[src/rtl/bfp_pkg.sv]
// Package: shared helpers for the block floating point shift tracker.
// Assumes shift distances are unsigned.
package bfp_pkg;

    // Returns the larger of two unsigned distances of width 8 or less.
    function automatic logic [7:0] umax8(input logic [7:0] a, input logic [7:0] b);
        return (a > b) ? a : b;
    endfunction

endpackage

[src/rtl/bfp_left_shifter.sv]
// Module: bfp_left_shifter
// Purely combinational logarithmic left shifter with zero fill.
// Assumes amt is unsigned. Stages whose step reaches DATA_W clear the word.
module bfp_left_shifter #(
    parameter int DATA_W  = 32,
    parameter int SHIFT_W = 5
) (
    input  logic [DATA_W-1:0]  din,
    input  logic [SHIFT_W-1:0] amt,
    output logic [DATA_W-1:0]  dout
);
    logic [DATA_W-1:0] stage [0:SHIFT_W];

    assign stage[0] = din;

    for (genvar k = 0; k < SHIFT_W; k++) begin : g_stage
        localparam int STEP = 1 << k;
        if (STEP < DATA_W) begin : g_move
            // Shift by STEP places when this bit of the amount is set.
            assign stage[k+1] = amt[k] ? {stage[k][DATA_W-STEP-1:0], {STEP{1'b0}}}
                                       : stage[k];
        end else begin : g_clear
            // A step as wide as the word empties it.
            assign stage[k+1] = amt[k] ? '0 : stage[k];
        end
    end

    assign dout = stage[SHIFT_W];
endmodule

[src/rtl/bfp_shift_tracker.sv]
// Module: bfp_shift_tracker
// Keeps the running maximum of the element shift distances and commits it
// to the apply register at the end of each block.
// Assumes strobes count only on cycles with in_valid high.
module bfp_shift_tracker #(
    parameter int SHIFT_W = 5
) (
    input  logic               clk,
    input  logic               rst_n,
    input  logic               in_valid,
    input  logic [SHIFT_W-1:0] in_shift,
    input  logic               in_sob,
    input  logic               in_eob,
    output logic [SHIFT_W-1:0] run_max,
    output logic [SHIFT_W-1:0] applied
);
    import bfp_pkg::*;

    logic [SHIFT_W-1:0] base;
    logic [SHIFT_W-1:0] cand;

    // Start of block ignores the stale running value.
    always_comb begin
        base = in_sob ? '0 : run_max;
        cand = SHIFT_W'(umax8(8'(base), 8'(in_shift)));
    end

    // Update the running maximum, and commit it on the final element of a block.
    always_ff @(posedge clk) begin
        if (!rst_n) begin
            run_max <= '0;
            applied <= '0;
        end else if (in_valid) begin
            if (in_eob) begin
                applied <= cand;
                run_max <= '0;
            end else begin
                run_max <= cand;
            end
        end
    end
endmodule

[src/rtl/bfp_block_shift.sv]
// Module: bfp_block_shift (top)
// Two-pass block floating point shifter. It measures the next block's
// distance while it applies the previous block's distance. Latency is one cycle.
// Assumes in_shift comes from an external leading-digit encoder.
module bfp_block_shift #(
    parameter int DATA_W  = 32,
    parameter int SHIFT_W = 5
) (
    input  logic               clk,
    input  logic               rst_n,
    input  logic               in_valid,
    input  logic [DATA_W-1:0]  in_data,
    input  logic [SHIFT_W-1:0] in_shift,
    input  logic               in_sob,
    input  logic               in_eob,
    output logic               out_valid,
    output logic [DATA_W-1:0]  out_data,
    output logic [SHIFT_W-1:0] block_shift
);
    logic [SHIFT_W-1:0] trk_max;
    logic [SHIFT_W-1:0] apply_q;
    logic [DATA_W-1:0]  shifted;

    bfp_shift_tracker #(.SHIFT_W(SHIFT_W)) u_trk (
        .clk      (clk),
        .rst_n    (rst_n),
        .in_valid (in_valid),
        .in_shift (in_shift),
        .in_sob   (in_sob),
        .in_eob   (in_eob),
        .run_max  (trk_max),
        .applied  (apply_q)
    );

    bfp_left_shifter #(.DATA_W(DATA_W), .SHIFT_W(SHIFT_W)) u_shf (
        .din  (in_data),
        .amt  (apply_q),
        .dout (shifted)
    );

    // Register the shifted element together with its valid flag.
    always_ff @(posedge clk) begin
        if (!rst_n) begin
            out_valid <= 1'b0;
            out_data  <= '0;
        end else begin
            out_valid <= in_valid;
            if (in_valid) out_data <= shifted;
        end
    end

    assign block_shift = apply_q;
endmodule

[config.mk]
export PLATFORM = sky130hd
export DESIGN_NAME = bfp_block_shift
export DESIGN_NICKNAME = d
export VERILOG_FILES = /design/src/rtl/bfp_pkg.sv /design/src/rtl/bfp_left_shifter.sv /design/src/rtl/bfp_shift_tracker.sv /design/src/rtl/bfp_block_shift.sv
export SDC_FILE = /design/constraint.sdc
export NUM_CORES = 1
export LEC_CHECK = 0
export BUFFER_PORTS_ARGS = -buffer_cell sky130_fd_sc_hd__buf_2
export CAP_MARGIN = 30
export CELL_PAD_IN_SITES_DETAIL_PLACEMENT = 1
export CELL_PAD_IN_SITES_GLOBAL_PLACEMENT = 1
export CORE_MARGIN = 2
export CORE_UTILIZATION = 46
export CTS_BUF_LIST = sky130_fd_sc_hd__clkbuf_4 sky130_fd_sc_hd__clkbuf_8
export CTS_CLUSTER_SIZE = 8
export DETAILED_ROUTE_END_ITERATION = 8
export GPL_ROUTABILITY_DRIVEN = 0
export PLACE_DENSITY_LB_ADDON = 0.1
export SYNTH_ARGS = -nofsm -noshare
export SYNTH_HDL_FRONTEND = slang
export SYNTH_SLANG_ARGS = --single-unit
export TNS_END_PERCENT = 5
[constraint.sdc]
create_clock -name clk -period 7.2 [get_ports clk]
set_clock_uncertainty 0.2 [all_clocks]
set_input_delay 1.44 -clock clk [delete_from_list [all_inputs] [get_ports clk]]
set_output_delay 1.44 -clock clk [all_outputs]
set_load 0.005 [all_outputs]
# == Word level (Yosys, flattened, before mapping) ==
# Cells that the tools add are included.
# classes
eq_ne,0
n_mul,0
addsub,0
n_reduce_logical,1
shifts,0
order_cmp,1
n_div,0
muxes,8
bitwise_logic,0
# ops
operator,n
32-bit two-way mux,5
5-bit two-way mux,3
5-bit greater-than comparator,1
2-bit AND reduction,1
# word_totals
latch_bits,0
romBits,0
input_bits,42
reg_bits,43
memories,0
mem_bits_rw,0
elab_cells,14

# == Longest topological paths before layout ==
# depth
ltp_word,5
ltp_mapped,9
depth_no_buf,7

# == By module ==
# A second synthesis with hierarchy kept.
# hier_totals
cells_unflattened,351
hier_area_um2,3669.8
# by_module_without_submodules
module,n_inst,cells_each,area_per_inst_um2
bfp_left_shifter,1,183,1774.2
bfp_block_shift,1,105,1270.0
bfp_shift_tracker,1,63,625.6

# == Least setup slack after synthesis ==
# OpenSTA, ideal clock, no wires.
# synth_timing
path_type,input to register
from,in in_sob
to,reg u_trk.run_max[0]
path_stages,8
path_slack_ns,3.870
setup_time_ns,0.063
arrival_ns,3.068
n_path_buf,1
cell_sequence,nor2b_1 -> ha_1 -> nor2b_1 -> o21a_1 -> o31a_1 -> clkbuf_1 -> nor4_1 -> a32o_1
# synth_between
elab_chain_len,4
# synth_rtl
item,line,source
"start, declared",bfp_block_shift.sv:14,"input logic in_sob,"
5-bit two-way mux (*),bfp_shift_tracker.sv:24,base = in_sob ? '0 : run_max;
5-bit greater-than comparator,bfp_pkg.sv:7,return (a > b) ? a : b;
5-bit two-way mux (*),bfp_pkg.sv:7,
5-bit two-way mux (*),bfp_shift_tracker.sv:34,if (in_eob) begin
"end signal, assigned",bfp_shift_tracker.sv:38,run_max <= cand;
"end, declared",bfp_shift_tracker.sv:14,"output logic [SHIFT_W-1:0] run_max,"
# Every way passes the cells marked *; elsewhere a longest branch is shown, timed or not.
# A chain may end at the register's enable or synchronous reset.

# == Worst setup path after layout ==
# layout_timing
from,in in_sob
to,reg u_trk.run_max[1]
# Same word-level chain as after synthesis.

==> flow_summary.yaml <==
timing:
  fmax_ghz: 0.289
  setup_viol: 0
  slew_viol_final: 0
  rsz0062_at_grt: "false"
  setup_ws_ns: 3.75
  slew_headroom: 0.333
  hold_violations: 0
  tns_ns: 0
  tightest_slew_ns: 0.999
  whs_ns: 0.290
  fin_crit_sh: 0.480
  period_needed_ns: 3.45
placement:
  dp_slack_ns: 3.43
  dpl.hpwl_um: 8830
  port_buffers: 79
routing:
  drt-met1-wl_um: 5300
  drt-initial-drc-count: 192
  num_vias: 3439
  dr.max_layer_used: "met4"
  dr.pass1.iters: 4
  viasPerCell: 6.35
  ant_nets: 0
  wl_met2_um: 5530
  drt-wirelength-per-cell_um: 21.3
  wl_um: 11600
  route.detailed.drc: 0
  met3_length_um: 553
synth:
  synth_area_leaders: "dfxtp_1 (24%), mux4_2 (15%), mux2i_1 (10%)"
  postSynthAreaPerCell_um2: 9.52
  synth_nets: 431
  syn_inst: 384
  synth_seq_cells: 43
  yosys_warnings: 0
  async_flop_share: 0
  yosysTopAreaCellShare: 0.235
  yosysUniqueCellTypes: 56
  synth_area_um2: 3660
  synth_edf_count: 0
  ys.flop_type: "dfxtp_1"
  synth_top_area_cell: "dfxtp_1"
  seq_area_frac_synth: 0.235
power_and_ir_drop:
  p_leak_nw: 1.66
  powerDensity_nw_per_um2: 168
  irDropWorstVdd_v: 0.0000621
floorplan:
  die_y_um: 93.2
  row_count: 32
  initial_core_util: 0.473
  dieWidth_um: 93.2
  core_region_area_um2: 7730
  num_io_pins: 80
  die-area_um2: 8680
finish:
  final_cell_mix: "buf_2 (79), dfxtp_1 (40), mux2i_1 (38)"
  antenna-diode-count: 0
  regArea_um2: 865
  fillerInstances: 923
  multiInputGateArea_um2: 2550
  area_delta_synth_final_pct: 12.2
  num-nets-final: 486
  drive_gt1_frac: 0.311
  layout_commonest_cell: "buf_2"
clocking:
  cts_max_level: 2
  tritoncts: "yes"
  cts_sinks: 43
  cts_resized: 0
  cts_buffers: 5
  clockBufferDepth: 2
  ctsHoldBuffers: 0
  cts-root-buf: "clkbuf_8"
  clk_pin_slew_ns: 0.08
  post-cts-setup-buffers: 0
  clk_latency_ns: 0.30
worst_setup_path:
  critPathTopFamily: "simple AND/OR/NAND/NOR gates"
  cp_max_fo: 6
  path_buf_inv: 1
  max_stage_delay_ns: 0.52
  cp_slowest_cell: "nor4_1"
  crit_chain: "buf_2 > nor2b_1 > ha_1 > and3_1 > o21a_1 > o31a_1 > nor4_1 > a32o_1"
  critical_path_arrival_ns: 3.50
  startpoint_type: "input port"
  endpoint_kind: "flip-flop"
  path_class: "input port to flip-flop"
  worstPathRequired_ns: 7.24
outcome:
  outcome: "finished, final reports clean"
hold_path:
  hold_class: "flip-flop to flip-flop"
grt:
  antenna_found_initial: 0
  grt_pass1_vias: 3427
  grt_remaining_overflow: 0
  grt_max_degree: 60
  grt_pass1_wl_um: 18800
  grt_usage: 0.277
run:
  maxCapViolCount: 0
[stage by stage]
| step | cell area (um^2) | power (mW) | util | std cells |
|---|---|---|---|---|
| finish | 4100 | 0.688 | 0.531 | 542 |
| global route | 4100 | 0.725 | 0.531 | 542 |
| global placement | 4010 | 0.526 | 0.519 | 534 |
| floorplan | 3660 | 0.450 | - | 384 |
| detailed placement | 4010 | 0.535 | 0.519 | 534 |
| CTS | 4100 | 0.688 | 0.531 | 542 |
[where the power goes]
group | internal, mW | switching [mW]
Combinational | 0.118 | 0.141
Clock | 0.0717 | 0.0853
Sequential | 0.258 | 0.0152
[flip-flops by register name, indices dropped and copies added, names as in the netlist]
register	flops
out_data	32
out_valid	1
u_trk.applied	5
u_trk.run_max	5
[area by class of cell]
| type | count | share of cell area |
|---|---|---|
| multi-input combinational | 294 | 0.622 |
| sequential | 43 | 0.211 |
| timing repair buffer | 83 | 0.104 |
| tap | 102 | 0.0311 |
| clock buffer | 6 | 0.0186 |
| inverter | 12 | 0.0110 |
| clock inverter | 2 | 0.00305 |
[path summary, 6_finish.rpt]
check	startpoint	end	slack [ns]	cells past startpoint
worst max-delay path	in_sob	u_trk.run_max[1]	3.75	8
worst min register to register	out_data[9]	out_data[9]	0.29	2
worst min-delay path	out_data[9]	out_data[9]	0.29	2
worst max register to register	u_trk.applied[0]	out_data[30]	4.25	6
[cells in the mapped netlist, drive strengths merged, types with 2 or more instances]
cell type / number
a22o: 4
nand2b: 6
a211oi: 7
or2: 2
nor2b: 14
a21oi: 18
o22ai: 8
nor3: 4
a2bb2oi: 9
nand3: 5
o31ai: 2
o21ai: 14
a21o: 3
inv: 11
mux4: 30
dfxtp: 43
o211ai: 4
a31oi: 7
buf: 20
nor2: 29
mux2i: 39
nand2: 27
nor4: 2
a311oi: 2
o2bb2ai: 4
o31a: 4
and3: 2
a32o: 8
ha: 5
nor3b: 2
mux2: 13
a22oi: 7
and2: 5
clkbuf: 15
[layer usage]
layer / global-route usage / vias up
met5: 0 / -
met3: 0.0338 / 15
met2: 0.464 / 110
met4: 0.0662 / 0
met1: 0.382 / 1728
li1: - / 1586
[tightest hold or removal path: cells and delay by family, from the launching register on]
kind | cells | cell delay [ns]
flip-flops | 1 | 0.33
AND/OR/NAND/NOR | 1 | 0.07
AO/OA/AOI/OAI | 1 | 0.06
[logic make-up (layout without fill, tap and decap cells)]
group                      after synthesis  in the layout  share of synthesized area
AOI/OAI and AO/OA                      106            106                      0.207
DFF                                     43             43                      0.235
buffers and inverters                   47            103                     0.0671
adders and majority gates                5              5                     0.0171
and+or+nand+nor                        101            101                      0.134
muxes                                   82             82                      0.339
Power figures use the tool's default switching activity.
